$ cat src/rtl/scif_pkg.sv
package scif_pkg;
  localparam logic [7:0] CODE_RESET = 8'h01;
  localparam logic [7:0] CODE_MODE  = 8'h60;
  localparam logic [7:0] CODE_STAT  = 8'h61;
  localparam logic [7:0] CODE_PAGE  = 8'h62;
  localparam logic [7:0] CODE_WAIT  = 8'h63;

  // Strobes from control to datapath; all single-cycle except replyActive
  typedef struct packed {
    logic genReset;
    logic modeWr;
    logic statusLoad;
    logic statusDone;
    logic pageHiWr;
    logic pageIssue;
    logic waitIssue;
    logic replyActive;
  } ctrlStrobe_t;
endpackage

$ cat src/rtl/scif_rx.sv
module scif_rx #(
  parameter int SYNC_STAGES = 2,
  parameter int BYTE_W      = 8
) (
  input  logic              clk,
  input  logic              rst_n,
  input  logic              csN,
  input  logic              sclk,
  input  logic              sdi,
  output logic              csActive,
  output logic              sclkRise,
  output logic              byteDone,
  output logic [BYTE_W-1:0] byteVal
);
  localparam int CNT_W = $clog2(BYTE_W);

  logic [SYNC_STAGES-1:0] csSync, clkSync, datSync;
  logic sclkPrev;
  logic [BYTE_W-2:0] shReg;
  logic [CNT_W-1:0] bitCnt;

  always_ff @(posedge clk or negedge rst_n) begin
    if (!rst_n) begin
      csSync  <= '1;
      clkSync <= '0;
      datSync <= '0;
    end else begin
      csSync  <= {csSync[SYNC_STAGES-2:0], csN};
      clkSync <= {clkSync[SYNC_STAGES-2:0], sclk};
      datSync <= {datSync[SYNC_STAGES-2:0], sdi};
    end
  end

  logic sclkS, dinS;
  assign sclkS    = clkSync[SYNC_STAGES-1];
  assign dinS     = datSync[SYNC_STAGES-1];
  assign csActive = ~csSync[SYNC_STAGES-1];
  assign sclkRise = csActive & sclkS & ~sclkPrev;
  assign byteDone = sclkRise && (bitCnt == CNT_W'(BYTE_W-1));
  assign byteVal  = {shReg, dinS};

  always_ff @(posedge clk or negedge rst_n) begin
    if (!rst_n) begin
      sclkPrev <= 1'b0;
      shReg    <= '0;
      bitCnt   <= '0;
    end else begin
      sclkPrev <= sclkS;
      if (!csActive) begin
        bitCnt <= '0;
      end else if (sclkRise) begin
        shReg  <= {shReg[BYTE_W-3:0], dinS};
        bitCnt <= byteDone ? '0 : bitCnt + 1'b1;
      end
    end
  end

  // a byte can only complete inside an open chip-select window
  assert_byte_in_window_R1: assert property (@(posedge clk) disable iff (!rst_n)
    !csActive |=> bitCnt == '0);
endmodule

$ cat src/rtl/scif_ctrl.sv
module scif_ctrl
  import scif_pkg::*;
#(
  parameter int BYTE_W = 8
) (
  input  logic              clk,
  input  logic              rst_n,
  input  logic              csActive,
  input  logic              byteDone,
  input  logic [BYTE_W-1:0] byteVal,
  output ctrlStrobe_t       strb
);
  typedef enum logic [2:0] {ST_CMD, ST_MODE, ST_PGHI, ST_PGLO, ST_REPLY, ST_DONE} state_e;
  state_e state, nxtState;

  always_comb begin
    nxtState = state;
    strb = '0;
    strb.replyActive = (state == ST_REPLY);
    if (byteDone) begin
      case (state)
        ST_CMD: begin
          nxtState = ST_DONE;
          case (byteVal)
            CODE_RESET: strb.genReset = 1'b1;
            CODE_MODE:  nxtState = ST_MODE;
            CODE_STAT:  begin strb.statusLoad = 1'b1; nxtState = ST_REPLY; end
            CODE_PAGE:  nxtState = ST_PGHI;
            CODE_WAIT:  strb.waitIssue = 1'b1;
            default:    nxtState = ST_DONE;
          endcase
        end
        ST_MODE:  begin strb.modeWr = 1'b1;     nxtState = ST_DONE; end
        ST_PGHI:  begin strb.pageHiWr = 1'b1;   nxtState = ST_PGLO; end
        ST_PGLO:  begin strb.pageIssue = 1'b1;  nxtState = ST_DONE; end
        ST_REPLY: begin strb.statusDone = 1'b1; nxtState = ST_DONE; end
        default:  nxtState = ST_DONE;
      endcase
    end
  end

  always_ff @(posedge clk or negedge rst_n) begin
    if (!rst_n)         state <= ST_CMD;
    else if (!csActive) state <= ST_CMD;
    else                state <= nxtState;
  end

  // deselect always ends a reply and returns to command decode
  assert_abort_ends_reply_R2: assert property (@(posedge clk) disable iff (!rst_n)
    !csActive |=> !strb.replyActive && state == ST_CMD);
  // once a command is complete, no further byte produces an action
  assert_done_is_inert_R12: assert property (@(posedge clk) disable iff (!rst_n)
    state == ST_DONE |-> !(strb.genReset | strb.modeWr | strb.statusLoad |
                           strb.pageHiWr | strb.pageIssue | strb.waitIssue));
  // at most one action per committed byte
  assert_one_action_R1: assert property (@(posedge clk) disable iff (!rst_n)
    $onehot0({strb.genReset, strb.modeWr, strb.statusLoad, strb.statusDone,
              strb.pageHiWr, strb.pageIssue, strb.waitIssue}));
endmodule

$ cat src/rtl/scif_dp.sv
module scif_dp
  import scif_pkg::*;
#(
  parameter int BYTE_W   = 8,
  parameter int PAGE_W   = 12,
  parameter int PWR_W    = 5,
  parameter int HOLD_CYC = 2
) (
  input  logic              clk,
  input  logic              rst_n,
  input  ctrlStrobe_t       strb,
  input  logic              sclkRise,
  input  logic [BYTE_W-1:0] byteVal,
  input  logic              seqBufEmpty,
  input  logic              seqBusy,
  input  logic [PWR_W-1:0]  powerLevel,
  output logic [BYTE_W-1:0] modeReg,
  output logic              replyData,
  output logic              irqPullLow,
  output logic              cmdValid,
  output logic              cmdWait,
  output logic [PAGE_W-1:0] cmdPage,
  output logic              haltReq
);
  localparam int HI_W   = PAGE_W - BYTE_W;
  localparam int STAT_W = PWR_W + 3;
  localparam int HOLD_W = $clog2(HOLD_CYC + 1);

  logic [BYTE_W-1:0] modeQ;
  logic [HI_W-1:0]   pageHi;
  logic [STAT_W-1:0] replySh;
  logic [HOLD_W-1:0] holdCnt;
  logic flagQ, emptyQ, idleQ, snapFlag;
  logic holding, riseAny;

  assign holding = (holdCnt != '0);
  assign riseAny = ((~emptyQ & seqBufEmpty) | (~idleQ & ~seqBusy)) & ~holding & ~strb.genReset;

  // Mode, status bits and interrupt flag
  always_ff @(posedge clk or negedge rst_n) begin
    if (!rst_n) begin
      modeQ <= '0; flagQ <= 1'b0; emptyQ <= 1'b1; idleQ <= 1'b1; holdCnt <= '0;
    end else if (strb.genReset) begin
      modeQ <= '0; flagQ <= 1'b0; emptyQ <= 1'b1; idleQ <= 1'b1;
      holdCnt <= HOLD_W'(HOLD_CYC);
    end else begin
      if (strb.modeWr) modeQ <= {byteVal[BYTE_W-1:3], 3'b000};
      if (holding) begin
        holdCnt <= holdCnt - 1'b1;
      end else begin
        emptyQ <= seqBufEmpty;
        idleQ  <= ~seqBusy;
      end
      flagQ <= riseAny | (flagQ & ~(strb.statusDone & snapFlag));
    end
  end

  // Reply shifter
  always_ff @(posedge clk or negedge rst_n) begin
    if (!rst_n) begin
      replySh <= '0; snapFlag <= 1'b0;
    end else if (strb.statusLoad) begin
      replySh  <= {flagQ, emptyQ, idleQ, powerLevel};
      snapFlag <= flagQ;
    end else if (strb.replyActive && sclkRise) begin
      replySh <= {replySh[STAT_W-2:0], 1'b0};
    end
  end

  // Sequencer hand-off
  always_ff @(posedge clk or negedge rst_n) begin
    if (!rst_n) begin
      pageHi <= '0; cmdValid <= 1'b0; cmdWait <= 1'b0; cmdPage <= '0; haltReq <= 1'b0;
    end else begin
      if (strb.pageHiWr) pageHi <= byteVal[HI_W-1:0];
      cmdValid <= strb.pageIssue | strb.waitIssue;
      haltReq  <= strb.genReset;
      if (strb.pageIssue) begin cmdWait <= 1'b0; cmdPage <= {pageHi, byteVal}; end
      else if (strb.waitIssue) cmdWait <= 1'b1;
    end
  end

  assign modeReg    = modeQ;
  assign replyData  = replySh[STAT_W-1];
  assign irqPullLow = flagQ & modeQ[BYTE_W-1];

  assert_mode_low_zero_R3: assert property (@(posedge clk) disable iff (!rst_n)
    modeQ[2:0] == 3'b000);
  assert_flag_cause_R6: assert property (@(posedge clk) disable iff (!rst_n)
    $rose(flagQ) |-> $rose(emptyQ) || $rose(idleQ));
  assert_reset_effect_R11: assert property (@(posedge clk) disable iff (!rst_n)
    $past(strb.genReset) |-> modeQ == '0 && !flagQ && emptyQ && idleQ && haltReq);
  assert_cmd_pulse_R9: assert property (@(posedge clk) disable iff (!rst_n)
    cmdValid |=> !cmdValid);
endmodule

$ cat src/rtl/serial_cmd_slave.sv
module serial_cmd_slave
  import scif_pkg::*;
#(
  parameter int SYNC_STAGES = 2,
  parameter int PAGE_W      = 12,
  parameter int PWR_W       = 5,
  parameter int HOLD_CYC    = 2
) (
  input  logic              clk,
  input  logic              rst_n,
  input  logic              csN,
  input  logic              sclk,
  input  logic              cmdIn,
  output logic              replyData,
  output logic              replyEn,
  output logic              irqPullLow,
  output logic [7:0]        modeReg,
  input  logic [PWR_W-1:0]  powerLevel,
  input  logic              seqBusy,
  input  logic              seqBufEmpty,
  output logic              cmdValid,
  output logic              cmdWait,
  output logic [PAGE_W-1:0] cmdPage,
  output logic              haltReq
);
  localparam int BYTE_W = 8;

  logic csActive, sclkRise, byteDone;
  logic [BYTE_W-1:0] byteVal;
  ctrlStrobe_t strb;

  scif_rx #(.SYNC_STAGES(SYNC_STAGES), .BYTE_W(BYTE_W)) rx_i (
    .clk(clk), .rst_n(rst_n), .csN(csN), .sclk(sclk), .sdi(cmdIn),
    .csActive(csActive), .sclkRise(sclkRise), .byteDone(byteDone), .byteVal(byteVal));

  scif_ctrl #(.BYTE_W(BYTE_W)) ctrl_i (
    .clk(clk), .rst_n(rst_n), .csActive(csActive), .byteDone(byteDone),
    .byteVal(byteVal), .strb(strb));

  scif_dp #(.BYTE_W(BYTE_W), .PAGE_W(PAGE_W), .PWR_W(PWR_W), .HOLD_CYC(HOLD_CYC)) dp_i (
    .clk(clk), .rst_n(rst_n), .strb(strb), .sclkRise(sclkRise), .byteVal(byteVal),
    .seqBufEmpty(seqBufEmpty), .seqBusy(seqBusy), .powerLevel(powerLevel),
    .modeReg(modeReg), .replyData(replyData), .irqPullLow(irqPullLow),
    .cmdValid(cmdValid), .cmdWait(cmdWait), .cmdPage(cmdPage), .haltReq(haltReq));

  assign replyEn = strb.replyActive;
endmodule

$ cat config.mk
export PLATFORM = sky130hd
export DESIGN_NAME = serial_cmd_slave
export DESIGN_NICKNAME = d
export VERILOG_FILES = /design/src/rtl/scif_pkg.sv /design/src/rtl/scif_rx.sv /design/src/rtl/scif_ctrl.sv /design/src/rtl/scif_dp.sv /design/src/rtl/serial_cmd_slave.sv
export SDC_FILE = /design/constraint.sdc
export NUM_CORES = 1
export LEC_CHECK = 0
export CAP_MARGIN = 20
export CORE_MARGIN = 4
export CORE_UTILIZATION = 62
export CTS_CLUSTER_DIAMETER = 40
export CTS_CLUSTER_SIZE = 16
export DETAILED_ROUTE_END_ITERATION = 7
export DONT_BUFFER_PORTS = 1
export GPL_ROUTABILITY_DRIVEN = 0
export PLACE_DENSITY_LB_ADDON = 0.25
export SETUP_SLACK_MARGIN = 0.2
export SLEW_MARGIN = 20
export SYNTH_ARGS = -nofsm -noshare
export SYNTH_HDL_FRONTEND = slang
export SYNTH_SLANG_ARGS = --single-unit
$ cat constraint.sdc
create_clock -name clk -period 2.3 [get_ports clk]
set_input_delay 0.345 -clock clk [delete_from_list [all_inputs] [get_ports clk]]
set_output_delay 0.345 -clock clk [all_outputs]
set_load 0.01 [all_outputs]
# After elaboration in Yosys (flattened, before gate mapping)
# Cells that the tools add are included.
dict set report word_totals {
  out_inout_bits 26
  in_bits 12
  word_cells 94
  regBits 61
}
dict set report classes {
  mux 31
  reduce_logical 11
  add_sub_neg 2
  n_eq_ne 11
  bitwise_logic 20
}
# operator count
set ops {}
lappend ops {{8-bit by 7-bit equality test with 1-bit output (second input constant)} 4}
lappend ops {{8-bit 2-to-1 mux} 4}
lappend ops {{1-bit 2-to-1 mux} 17}
lappend ops {{3-bit 2-to-1 mux} 5}
lappend ops {{2-bit nonzero test} 7}
lappend ops {{1-bit bitwise AND} 9}
lappend ops {{3-bit one-hot mux with 3 select lines} 1}
lappend ops {{8-bit by 1-bit equality test with 1-bit output (second input constant)} 1}
lappend ops {{1-bit NOT} 8}
lappend ops {{7-bit 2-to-1 mux} 1}
lappend ops {{3-bit by 2-bit equality test with 1-bit output (second input constant)} 2}
lappend ops {{3-bit equality test (second input constant)} 2}
lappend ops {{3-bit one-hot mux with 2 select lines} 1}
lappend ops {{2-bit 2-to-1 mux} 2}
lappend ops {{3-bit by 1-bit adder with 3-bit output (second input constant)} 1}
lappend ops {{3-bit by 1-bit equality test with 1-bit output (second input constant)} 1}
lappend ops {{3-bit zero test} 1}
lappend ops {{1-bit OR} 3}
lappend ops {{1-bit logical AND} 2}
lappend ops {{2-bit by 1-bit inequality test with 1-bit output (second input constant)} 1}
lappend ops {{2-bit AND reduction} 1}
lappend ops {{2-bit by 1-bit subtractor with 2-bit output (second input constant)} 1}

# Logic depth before layout (Yosys ltp)
# Gate-level depths: netlist (run 1).
dict set report logic_depth {
  depth_word 10
  ltp_mapped 7
  depth_no_buf 6
}

# Modules after synthesis
# A second synthesis (run 1) with hierarchy kept.
dict set report hier_totals {
  hier_cells 198
  area_unflattened_um2 2494.9
}
# module cells_per_inst n_inst area_per_inst_um2 seq_area_each_um2
set by_module_without_submodules {}
lappend by_module_without_submodules {scif_dp 122 1 1576.5 953.4}
lappend by_module_without_submodules {scif_rx 40 1 643.1 427.9}
lappend by_module_without_submodules {scif_ctrl 36 1 275.3 75.1}

# Least setup slack after synthesis (run 1)
# No wires, ideal clock.
dict set report synth_timing {
  path_type {flip-flop to flip-flop}
  start {register rx_i.bitCnt[0]}
  end {register dp_i.holdCnt[0]}
  slack_ns 0.421
  stages_incl_launch_ff 8
  required_time_ns 2.168
  arrival_ns 1.747
  synth_period_minus_slack_ns 1.879
  path_buffers 1
  setup_ns 0.132
  path_cell_list {dfrtp_1 -> ha_1 -> ha_1 -> nand4bb_4 -> or3_1 -> buf_2 -> nor3_4 -> nor2_1}
}
dict set report synth_via {
  elab_chain_len 4
  word_cells_on_any_way 5
  cone_classes {eq/ne: 1; mux: 2; reduce/logical: 2}
}
# item line
set synth_lines {}
lappend synth_lines {{start: declaration} scif_rx.sv:20} ;# logic [CNT_W-1:0] bitCnt;
lappend synth_lines {{start signal: assignment} scif_rx.sv:53} ;# bitCnt <= byteDone ? '0 : bitCnt + 1'b1;
lappend synth_lines {{3-bit equality test (*)} scif_rx.sv:39} ;# assign byteDone = sclkRise && (bitCnt == CNT_W'(BYTE_W-1));
lappend synth_lines {{1-bit logical AND (*)} scif_rx.sv:39}
lappend synth_lines {{7-bit 2-to-1 mux (*)} scif_ctrl.sv:20} ;# if (byteDone) begin
lappend synth_lines {{2-bit 2-to-1 mux or 2-bit nonzero test (tied branches)} --}
lappend synth_lines {{end signal: assignment} scif_dp.sv:45} ;# holdCnt <= HOLD_W'(HOLD_CYC);
lappend synth_lines {{end signal: assignment} scif_dp.sv:49} ;# holdCnt <= holdCnt - 1'b1;
lappend synth_lines {{end: declaration} scif_dp.sv:32} ;# logic [HOLD_W-1:0] holdCnt;
# Every way passes the cells marked *; elsewhere a longest branch is shown, timed or not.
# A chain may end at the register's enable or synchronous reset.

# Worst setup path in the final report (run 1)
dict set report layout_timing {
  start {register rx_i.bitCnt[0]}
  end {register dp_i.modeQ[4] (netlist: dp_i.modeReg[4])}
}
dict set report layout_via {
  elab_chain_len 4
  word_cells_on_any_way 5
  cone_classes {eq/ne: 1; mux: 2; reduce/logical: 2}
}
# item line
set layout_lines {}
lappend layout_lines {{3-bit equality test (*)} scif_rx.sv:39}
lappend layout_lines {{1-bit logical AND (*)} scif_rx.sv:39}
lappend layout_lines {{7-bit 2-to-1 mux (*)} scif_ctrl.sv:20}
lappend layout_lines {{8-bit 2-to-1 mux or 2-bit nonzero test (tied branches)} --}
lappend layout_lines {{end signal: assignment} scif_dp.sv:47} ;# if (strb.modeWr) modeQ <= {byteVal[BYTE_W-1:3], 3'b000};
lappend layout_lines {{end: declaration} scif_dp.sv:29} ;# logic [BYTE_W-1:0] modeQ;
# Marked as above.

==> results of run 1 <==
[cell families after synthesis]
logic type / count (synthesis) / share of synthesized area, %
xor+xnor: 2 / 0.689
buf+inv: 18 / 3.69
flops: 58 / 57.3
other cells: 1 / 0.148
mux: 37 / 16.2
compound gates: 21 / 5.07
fa+ha+maj: 3 / 1.48
simple gates: 57 / 15.4
[repair_timing]
item,CTS,global route
hold buffers,3,0
gates resized for setup,0,4
cloned,0,0
endpoints found under the hold margin,59,0
pin swaps,1,0
setup buffers,1,0
setup endpoints to repair,9,18
[routing by layer]
metal | GRT usage, % | part of all wire, % | up-vias
li1 | - | - | 717
met1 | 26.2 | 43 | 759
met2 | 31.9 | 49 | 40
met3 | 8.03 | 6.4 | 6
met4 | 7.31 | 1.1 | 0
met5 | 0 | 0 | -
[state kept, by name, summed over array words and instances, names as in the netlist]
name,count
dp_i.holdCnt,2
rx_i.csSync,2
dp_i.haltReq,1
dp_i.idleQ,1
dp_i.cmdPage,12
rx_i.datSync,2
dp_i.cmdWait,1
ctrl_i.state,3
rx_i.sclkPrev,1
dp_i.emptyQ,1
dp_i.replySh,8
dp_i.cmdValid,1
rx_i.bitCnt,3
rx_i.clkSync,2
dp_i.snapFlag,1
dp_i.modeReg,5
dp_i.flagQ,1
dp_i.pageHi,4
rx_i.shReg,7
[placed cells by master, fill, tap and decap left out, types with 2 or more instances in the layout]
master | synthesis | routed
nand4_1 | 4 | 4
a21oi_1 | 7 | 7
mux2i_1 | 10 | 10
dlygate4sd3_1 | 0 | 2
ha_1 | 3 | 3
o21ai_0 | 5 | 5
nor3_1 | 3 | 2
inv_1 | 7 | 7
nor4_1 | 6 | 5
clkinvlp_4 | 0 | 2
buf_4 | 4 | 5
a211o_1 | 2 | 2
clkbuf_8 | 0 | 13
nand3_1 | 2 | 2
o22ai_1 | 3 | 3
nand2b_1 | 2 | 2
nor3_4 | 2 | 2
dfstp_2 | 4 | 4
mux2_2 | 20 | 20
nand2_1 | 9 | 9
mux2_1 | 5 | 5
mux2_4 | 2 | 2
nor2_1 | 14 | 14
dfrtp_1 | 54 | 54
conb_1 | 1 | 3
[worst max-delay path, cell delays in order (launching register included)]
cell and delay [ps]:
dfrtp_1 370, ha_1 170, ha_1 260, nand4bb_4 180, or3_4 440, nor3_4 240, buf_12 150, nor2_1 50
[stage by stage]
step | setup slack (ps) | util, % | hold slack, ps | area [µm²]
3_3_place_gp | 280 | 65.0 | 51.0 | 2580
5_1_grt | 194 | 72.9 | 12.1 | 2900
2_1_floorplan | 421 | - | 49.4 | 2550
4_1_cts | 246 | 72.3 | 29.4 | 2870
3_5_place_dp | 188 | 65.0 | 50.7 | 2580
6_report | 324 | 72.9 | 41.2 | 2900
[layout make-up]
| cell class | instances | area, µm² | share of cell area [%] |
|---|---|---|---|
| Clock inverter | 3 | 45.0 | 1.56 |
| Timing Repair Buffer | 9 | 105 | 3.63 |
| Sequential cell | 58 | 1460 | 50.3 |
| Multi-Input combinational cell | 123 | 1020 | 35.3 |
| Inverter | 7 | 26.3 | 0.908 |
| Clock buffer | 13 | 179 | 6.18 |
| Tap cell | 50 | 62.6 | 2.16 |
[worst max path at each step]
| stage | slack, ps | to | cells past startpoint |
|---|---|---|---|
| after detailed placement | 190 | dp_i.modeReg[5] | 6 |
| final | 320 | dp_i.modeReg[4] | 7 |
| after floorplan | 420 | dp_i.holdCnt[0] | 7 |
| after global routing | 190 | dp_i.modeReg[4] | 7 |
| after CTS | 250 | dp_i.replySh[5] | 6 |
| after global placement | 280 | dp_i.modeReg[6] | 6 |
[power by group through the flow]
stage               Sequential [µW]  Clock, µW  Combinational (µW)
CTS                            1270       1020                 325
floorplan                      1230          0                 264
detailed placement             1290          0                 296
global placement               1280          0                 276
finish                         1270       1000                 331
global route                   1290       1090                 373
==> metrics.cfg, run 1 <==
[setup_path]
required_ps=2510
worst-r2r-cell-count=7
critPathLaunchType=flip-flop
timing.rr.end=dp_i.modeReg[4]
critPathKind=reg2reg
path_max_fanout=10
startpoint=rx_i.bitCnt[0]
cp.arrival_ps=2180
r2r_slack_ps=320
crit-reg2reg-launch=rx_i.bitCnt[0]
endpoint_kind=flip-flop

[clock_network]
h-tree-depth=3
root_buffer=clkbuf_8
clk_pin_slew_ps=70
cts_buffer_depth=2
cts_buffers=9
cts_sinks=58
cts_tree=built
clk_latency_ps=330

[timing]
max_slew_margin_pct=66.3
final-setup-viol-count=0
maxSlewViolCount=0
rsz0062_at_grt=false
worst-slew-pin-transition_ps=501
setup_tns_ps=0
post-route-min-period_ps=1980
fmax_mhz=506
skew_ps=7.08
hold_viol=0
finalCritPeriodShare_pct=85.9

[synth]
ys_top_cells_by_count=dfrtp_1 (54), mux2_2 (20), nor2_1 (14)
synth_largest_area_cell=dfrtp_1
synth.distinct_cells=45
ys_async_sr_fraction_pct=100
synth_ff_type=dfrtp_1
synth_edf_count=0
ys_ff_latch=58
avgSynthCellArea_um2=12.9
synth_area_leaders=dfrtp_1 (53%), mux2_2 (8.9%), dfstp_2 (4.1%)
yosysWarnings=0
synth_cells=197
synth.most_common_cell=dfrtp_1
yosysSeqAreaShare_pct=57.3
yosys.area.top_type_share_pct=53.2
syn_area_mm2=0.00254

[die]
core_mm2=0.00397
fp-row-count=23
start_util_pct=64.0
die_x_um=72.0
die_h_um=72.0
die-area_mm2=0.00519
io_pins=38

[drt]
ant_nets=0
wl_um=4690
drt_pass1_iterations=4
drc=0
vias=1522
wl_per_cell_um=17.8
drt-initial-drc-count=90
viasPerCell=5.79

[min_path]
min_from=cmdIn
whs_endpoint=rx_i.datSync[0]
whs_path_depth=0
hp-class=in2reg

[cells_and_area]
num-fill-cells=256
nets=223
diodes=0
drive_above_1_share_pct=29.6
finalNonFillerCells=263
syn2layout_area_growth_pct=13.9

[global_routing]
grt_first_pass_wirelength_um=7890
grt_max_degree=59
antenna_found_initial=0
grt-ovfl-total=0
grt.total_usage_pct=20.5
grt_pass1_vias=1646

[power]
power_uw=2610
ir_drop_v=0.000637
p_sw_uw=694
clock_power_share_pct=38.5
p_per_area_mw_per_mm2=900
combPwrFrac_pct=12.7
internal-power_uw=1910
p_sw_share_pct=26.6
power_frac_seq_pct=48.8
p_leak_uw=0.00136

[place]
numPortBuffers=0
dp_hpwl_um=3160
place_inst=243

[run]
maxCapViolations=0

[status]
status=complete, no violations

Note: power is estimated with default switching activity, not from simulation.
==> run 2, diff against run 1 <==
--- a/config.mk
+++ b/config.mk
@@ -8,11 +8,11 @@
 export CAP_MARGIN = 20
 export CORE_MARGIN = 4
 export CORE_UTILIZATION = 62
-export CTS_CLUSTER_DIAMETER = 40
 export CTS_CLUSTER_SIZE = 16
 export DETAILED_ROUTE_END_ITERATION = 7
 export DONT_BUFFER_PORTS = 1
 export GPL_ROUTABILITY_DRIVEN = 0
+export MAX_ROUTING_LAYER = met4
 export PLACE_DENSITY_LB_ADDON = 0.25
 export SETUP_SLACK_MARGIN = 0.2
 export SLEW_MARGIN = 20
==> run 2 against run 1 <==
  * Cell count unchanged
  * Total power about the same
  * Critical endpoint unchanged
  * Sequential cell count unchanged
  * Critical path type unchanged
  * Highest routed layer unchanged
  * Largest cell class unchanged
  * Cell area unchanged
==> metrics.cfg, run 2 (synthesized netlist as in run 1, its figures left out) <==
[drt]
drt_pass1_iterations=5  ; +1
drc=0  ; unchanged
vias=1520  ; -0.13%
viasPerCell=5.78  ; -0.13%
wl_um=4680  ; about the same
ant_nets=0  ; unchanged
wl_per_cell_um=17.8  ; about the same
drt-initial-drc-count=110  ; +22%

[global_routing]
grt-ovfl-total=0  ; unchanged
grt_pass1_vias=1630  ; -0.97%
grt_first_pass_wirelength_um=7910  ; +0.36%
grt.total_usage_pct=21.1  ; +0.66 points
grt_use_met3_pct=7.48  ; -0.55 points
grt_max_degree=59  ; unchanged
grt_use_met1_pct=26.8  ; +0.56 points
grt_busiest_layer=met2
grt_util_met2_pct=31.8  ; -0.10 points
antenna_found_initial=0  ; unchanged

[place]
dp_hpwl_um=3160  ; unchanged
dpl-instance-area_mm2=0.00258  ; unchanged
numPortBuffers=0  ; unchanged

[die]
die_h_um=72.0  ; unchanged
io_pins=38  ; unchanged
core_mm2=0.00397  ; unchanged
start_util_pct=64.0  ; unchanged
fp-row-count=23  ; unchanged
die-area_mm2=0.00519  ; unchanged
die_x_um=72.0  ; unchanged

[power]
p_leak_uw=0.00136  ; unchanged
ir_drop_v=0.000639  ; +0.20%
p_per_area_mw_per_mm2=900  ; about the same

[clock_network]
cts_tree=built
clk_latency_ps=330  ; about the same
cts_buffers=9  ; unchanged
cts_buffer_depth=2  ; unchanged
h-tree-depth=3  ; unchanged
clk_pin_slew_ps=60  ; about the same
root_buffer=clkbuf_8
cts_sinks=58  ; unchanged

[cells_and_area]
diodes=0  ; unchanged
largest_reg_flops=12  ; unchanged
fin_area_mm2=0.00290  ; unchanged
drive_above_1_share_pct=29.6  ; unchanged
nets=223  ; unchanged
layout_common_cells=dfrtp_1 (54), mux2_2 (20), nor2_1 (14)
multi_input_area_mm2=0.00102  ; unchanged
largest_register=dp_i.cmdPage
layout_commonest_cell=dfrtp_1
syn2layout_area_growth_pct=13.9  ; unchanged
regArea_mm2=0.00146  ; unchanged
top_regs=dp_i.cmdPage x12, dp_i.replySh x8, rx_i.shReg x7
num-fill-cells=256  ; unchanged

[min_path]
whs_path_depth=0  ; unchanged
hp-class=in2reg

[setup_path]
worst-r2r-cell-count=7  ; unchanged
critPathLaunchType=flip-flop
endpoint_kind=flip-flop
path_max_fanout=10  ; unchanged
critPathKind=reg2reg
cp.arrival_ps=2180  ; about the same
required_ps=2510  ; about the same

[timing]
rsz0062_at_grt=false
maxSlewViolCount=0  ; unchanged
final-setup-viol-count=0  ; unchanged
hold_viol=0  ; unchanged
worst-slew-pin-transition_ps=503  ; +2.32 ps
max_slew_margin_pct=66.2  ; -0.16 points
setup_tns_ps=0  ; unchanged
fmax_mhz=507  ; +0.13%
skew_ps=6.71  ; -0.368 ps
finalCritPeriodShare_pct=85.8  ; -0.11 points
post-route-min-period_ps=1970  ; -2.54 ps

[status]
status=complete, no violations

[run]
maxCapViolations=0  ; unchanged

run 2: cell counts in the layout (fill, tap and decap cells not counted):
No cell type changed its count.
run 2: layer usage:
layer  vias to the layer above  share of wire [%]
li1                        716                  -
met1                       761                 43
met2                        39                 50
met3                         4                6.2
met4                         0               0.88
met5                         -                  0
run 2: worst paths after layout:
kind	start	to	slack, ps
setup / recovery	rx_i.bitCnt[0]	dp_i.modeReg[4]	330
setup reg to reg	rx_i.bitCnt[0]	dp_i.modeReg[4]	330
max in group asynchronous	rst_n	dp_i.idleQ	1460
hold / removal	cmdIn	rx_i.datSync[0]	40
min in group asynchronous	rst_n	dp_i.replySh[6]	540
hold reg to reg	rx_i.clkSync[0]	rx_i.clkSync[1]	350
run 2: worst max-delay path, cell delays in order, from the launching register on:
cell and delay (ps):
dfrtp_1 370, ha_1 170, ha_1 260, nand4bb_4 180, or3_4 440, nor3_4 240
buf_12 150, nor2_1 50
run 2: where the power goes:
group / total (µW) / internal (µW) / switching (µW)
Combinational: 331 / 160 / 171
Sequential: 1270 / 1130 / 139
Clock: 1000 / 618 / 383
Total: 2610 / 1910 / 693
run 2: area by class of cell:
type                       instances  share of cell area (%)
clock inverter                     3                    1.56
timing repair buffer               9                    3.63
multi-input combinational        123                    35.3
tap                               50                    2.16
clock buffer                      13                    6.18
sequential                        58                    50.3
inverter                           7                   0.908
run 2: through the flow:
step / hold WS, ps / total power (µW) / cells / setup slack, ps / util [%]
floorplan: 49.4 / 1500 / 199 / 421 / -
global placement: 51.0 / 1560 / 243 / 280 / 65.0
detailed placement: 50.7 / 1590 / 243 / 188 / 65.0
CTS: 29.4 / 2610 / 263 / 246 / 72.3
global route: 11.7 / 2750 / 263 / 194 / 72.9
finish: 42.3 / 2610 / 263 / 327 / 72.9
run 2: what timing repair did:
item,4_1_cts,5_1_grt
resized for setup,0,4
setup endpoints to repair,9,18
pin swaps,1,0
hold buffers,3,0
hold endpoints to repair,59,0
setup buffers,1,0
==> run 3, diff against run 2 <==
--- a/config.mk
+++ b/config.mk
@@ -13,7 +13,7 @@
 export DONT_BUFFER_PORTS = 1
 export GPL_ROUTABILITY_DRIVEN = 0
 export MAX_ROUTING_LAYER = met4
-export PLACE_DENSITY_LB_ADDON = 0.25
+export PLACE_DENSITY = 0.82
 export SETUP_SLACK_MARGIN = 0.2
 export SLEW_MARGIN = 20
 export SYNTH_ARGS = -nofsm -noshare
==> run 3 against run 2 <==
  * Critical path depth did not move
  * Non-clock buffer count unchanged
  * Sequential share of layout area rose by 0.88 points
  * Routed wire length down 4.0%
  * Worst setup slack better by 54 ps
  * Register-to-register slack improved by 50 ps
  * Clock power down 7%
  * Sequential cell count unchanged
  * Cell count unchanged
  * Core utilization decreased by 1.3 points
  * Global-route usage fell by 1.0 points
==> metrics.cfg, run 3 (synthesized netlist as in run 1, its figures left out) <==
[drt]
drc=0  ; unchanged
drt-initial-drc-count=104  ; -5.5%
viasPerCell=5.87  ; +1.5%
vias=1543  ; +1.5%
wl_per_cell_um=17.1  ; -4.0%
wl_um=4500  ; -4.0%
ant_nets=0  ; unchanged
drt_pass1_iterations=4  ; -1

[clock_network]
clk_pin_slew_ps=60  ; about the same
cts_sinks=58  ; unchanged
root_buffer=clkbuf_8
cts_buffer_depth=2  ; unchanged
h-tree-depth=3  ; unchanged
cts_buffers=9  ; unchanged
cts_tree=built
clk_latency_ps=330  ; about the same

[global_routing]
grt.total_usage_pct=20.1  ; -1.0 points
antenna_found_initial=0  ; unchanged
grt-ovfl-total=0  ; unchanged
grt_max_degree=59  ; unchanged
grt_pass1_vias=1577  ; -3.3%
grt_first_pass_wirelength_um=7560  ; -4.4%

[setup_path]
crit_buf_inv=1  ; unchanged
critPathKind=reg2reg
cp_top_family=simple AND/OR/NAND/NOR gates
crit_path_top_delay_cell=or3_4
required_ps=2520  ; about the same
cp.arrival_ps=2140  ; -40 ps
path_cells=ha_1 -> ha_2 -> nand4bb_4 -> or3_4 -> nor3_4 -> buf_4 -> nor2_1
slowest_delay_ps=430  ; about the same
r2r_slack_ps=380  ; +50 ps
critPathLaunchType=flip-flop
endpoint_kind=flip-flop
path_max_fanout=8  ; -2

[cells_and_area]
largest_reg_flops=12  ; unchanged
nets=223  ; unchanged
layout_commonest_cell=dfrtp_1
num-fill-cells=273  ; +6.6%
syn2layout_area_growth_pct=12.0
diodes=0  ; unchanged
drive_above_1_share_pct=29.1  ; -0.47 points
largest_register=dp_i.cmdPage
top_regs=dp_i.cmdPage x12, dp_i.replySh x8, rx_i.shReg x7
layout_common_cells=dfrtp_1 (54), mux2_2 (20), nor2_1 (14)

[timing]
skew_ps=9.40  ; +2.69 ps
post-route-min-period_ps=1920  ; -54.5 ps
setup_tns_ps=0  ; unchanged
fmax_mhz=521  ; +2.8%
hold_viol=0  ; unchanged
rsz0062_at_grt=false
finalCritPeriodShare_pct=83.4  ; -2.4 points
final-setup-viol-count=0  ; unchanged
maxSlewViolCount=0  ; unchanged

[power]
clock_power_share_pct=37.0  ; -1.4 points
combPwrFrac_pct=12.7  ; about the same
p_sw_share_pct=26.6  ; -0.027 points
p_sw_uw=670  ; -3.4%
ir_drop_v=0.000602  ; -5.7%
power_uw=2520  ; -3.3%
p_leak_uw=0.00135  ; -0.83%
power_frac_seq_pct=50.3  ; +1.4 points
p_per_area_mw_per_mm2=886  ; -1.6%
internal-power_uw=1850  ; -3.3%

[die]
die_x_um=72.0  ; unchanged
die-area_mm2=0.00519  ; unchanged
die_h_um=72.0  ; unchanged
fp-row-count=23  ; unchanged
core_mm2=0.00397  ; unchanged
io_pins=38  ; unchanged
start_util_pct=64.0  ; unchanged

[place]
numPortBuffers=0  ; unchanged
dp_hpwl_um=3140  ; -0.76%

[min_path]
hp-class=in2reg

[run]
maxCapViolations=0  ; unchanged

[status]
status=complete, no violations

-- run 3: changes by cell type in the layout (fill, tap and decap cells not counted), moves of 2 or more --
cell	before	now
clkbuf_8	13	11
clkbuf_1	0	2
clkinv_2	0	2
clkinvlp_4	2	0
buf_4	5	7
-- run 3: per-stage QoR --
stage	setup WS [ps]	cell area, µm²	hold slack, ps	utilization [%]	std cells
floorplan	421	2550	49.4	-	199
global placement	294	2580	51.2	65.0	243
detailed placement	144	2580	50.8	65.0	243
CTS	297	2840	0.177	71.5	263
global route	231	2850	1.73	71.6	263
finish	381	2850	12.0	71.6	263
-- run 3: path summary, 6_finish.rpt --
path | start | endpoint | cells after the start
setup / recovery | rx_i.bitCnt[0] | dp_i.modeReg[4] | 7
hold / removal | csN | rx_i.csSync[0] | 0
setup reg to reg | rx_i.bitCnt[0] | dp_i.modeReg[4] | 7
hold reg to reg | rx_i.clkSync[0] | rx_i.clkSync[1] | 0
max in group asynchronous | rst_n | rx_i.csSync[0] | 2
min in group asynchronous | rst_n | dp_i.replySh[0] | 2
-- run 3: layer usage --
metal / global-route usage (%) / wire, µm / vias to the layer above
met5: - / 0 / -
met2: 27.9 / 2120 / 42
met4: 11.3 / 104 / 0
li1: - / - / 722
met3: 6.51 / 309 / 10
met1: 26.2 / 1960 / 769
-- run 3: what timing repair did --
| action | 4_1_cts | 5_1_grt |
|---|---|---|
| pin swaps | 1 | 0 |
| setup buffers | 2 | 0 |
| hold buffers | 2 | 0 |
| endpoints found under the setup margin | 11 | 14 |
| hold endpoints to repair | 58 | 0 |
| gates resized for setup | 1 | 2 |
-- run 3: layout make-up --
type                       count  area [µm²]  area share (%)
tap                           50        62.6            2.20
sequential                    58        1460            51.2
clock buffer                  13         159            5.58
multi-input combinational    123        1010            35.5
clock inverter                 3        40.0            1.41
inverter                       7        26.3           0.923
timing repair buffer           9        90.1            3.17
-- run 3: power groups by stage --
stage          combinational [µW]  clock (µW)  sequential [µW]
2_1_floorplan                 264           0             1230
3_3_place_gp                  279           0             1280
3_5_place_dp                  295           0             1290
4_1_cts                       324         944             1270
5_1_grt                       357         994             1290
6_report                      319         933             1270
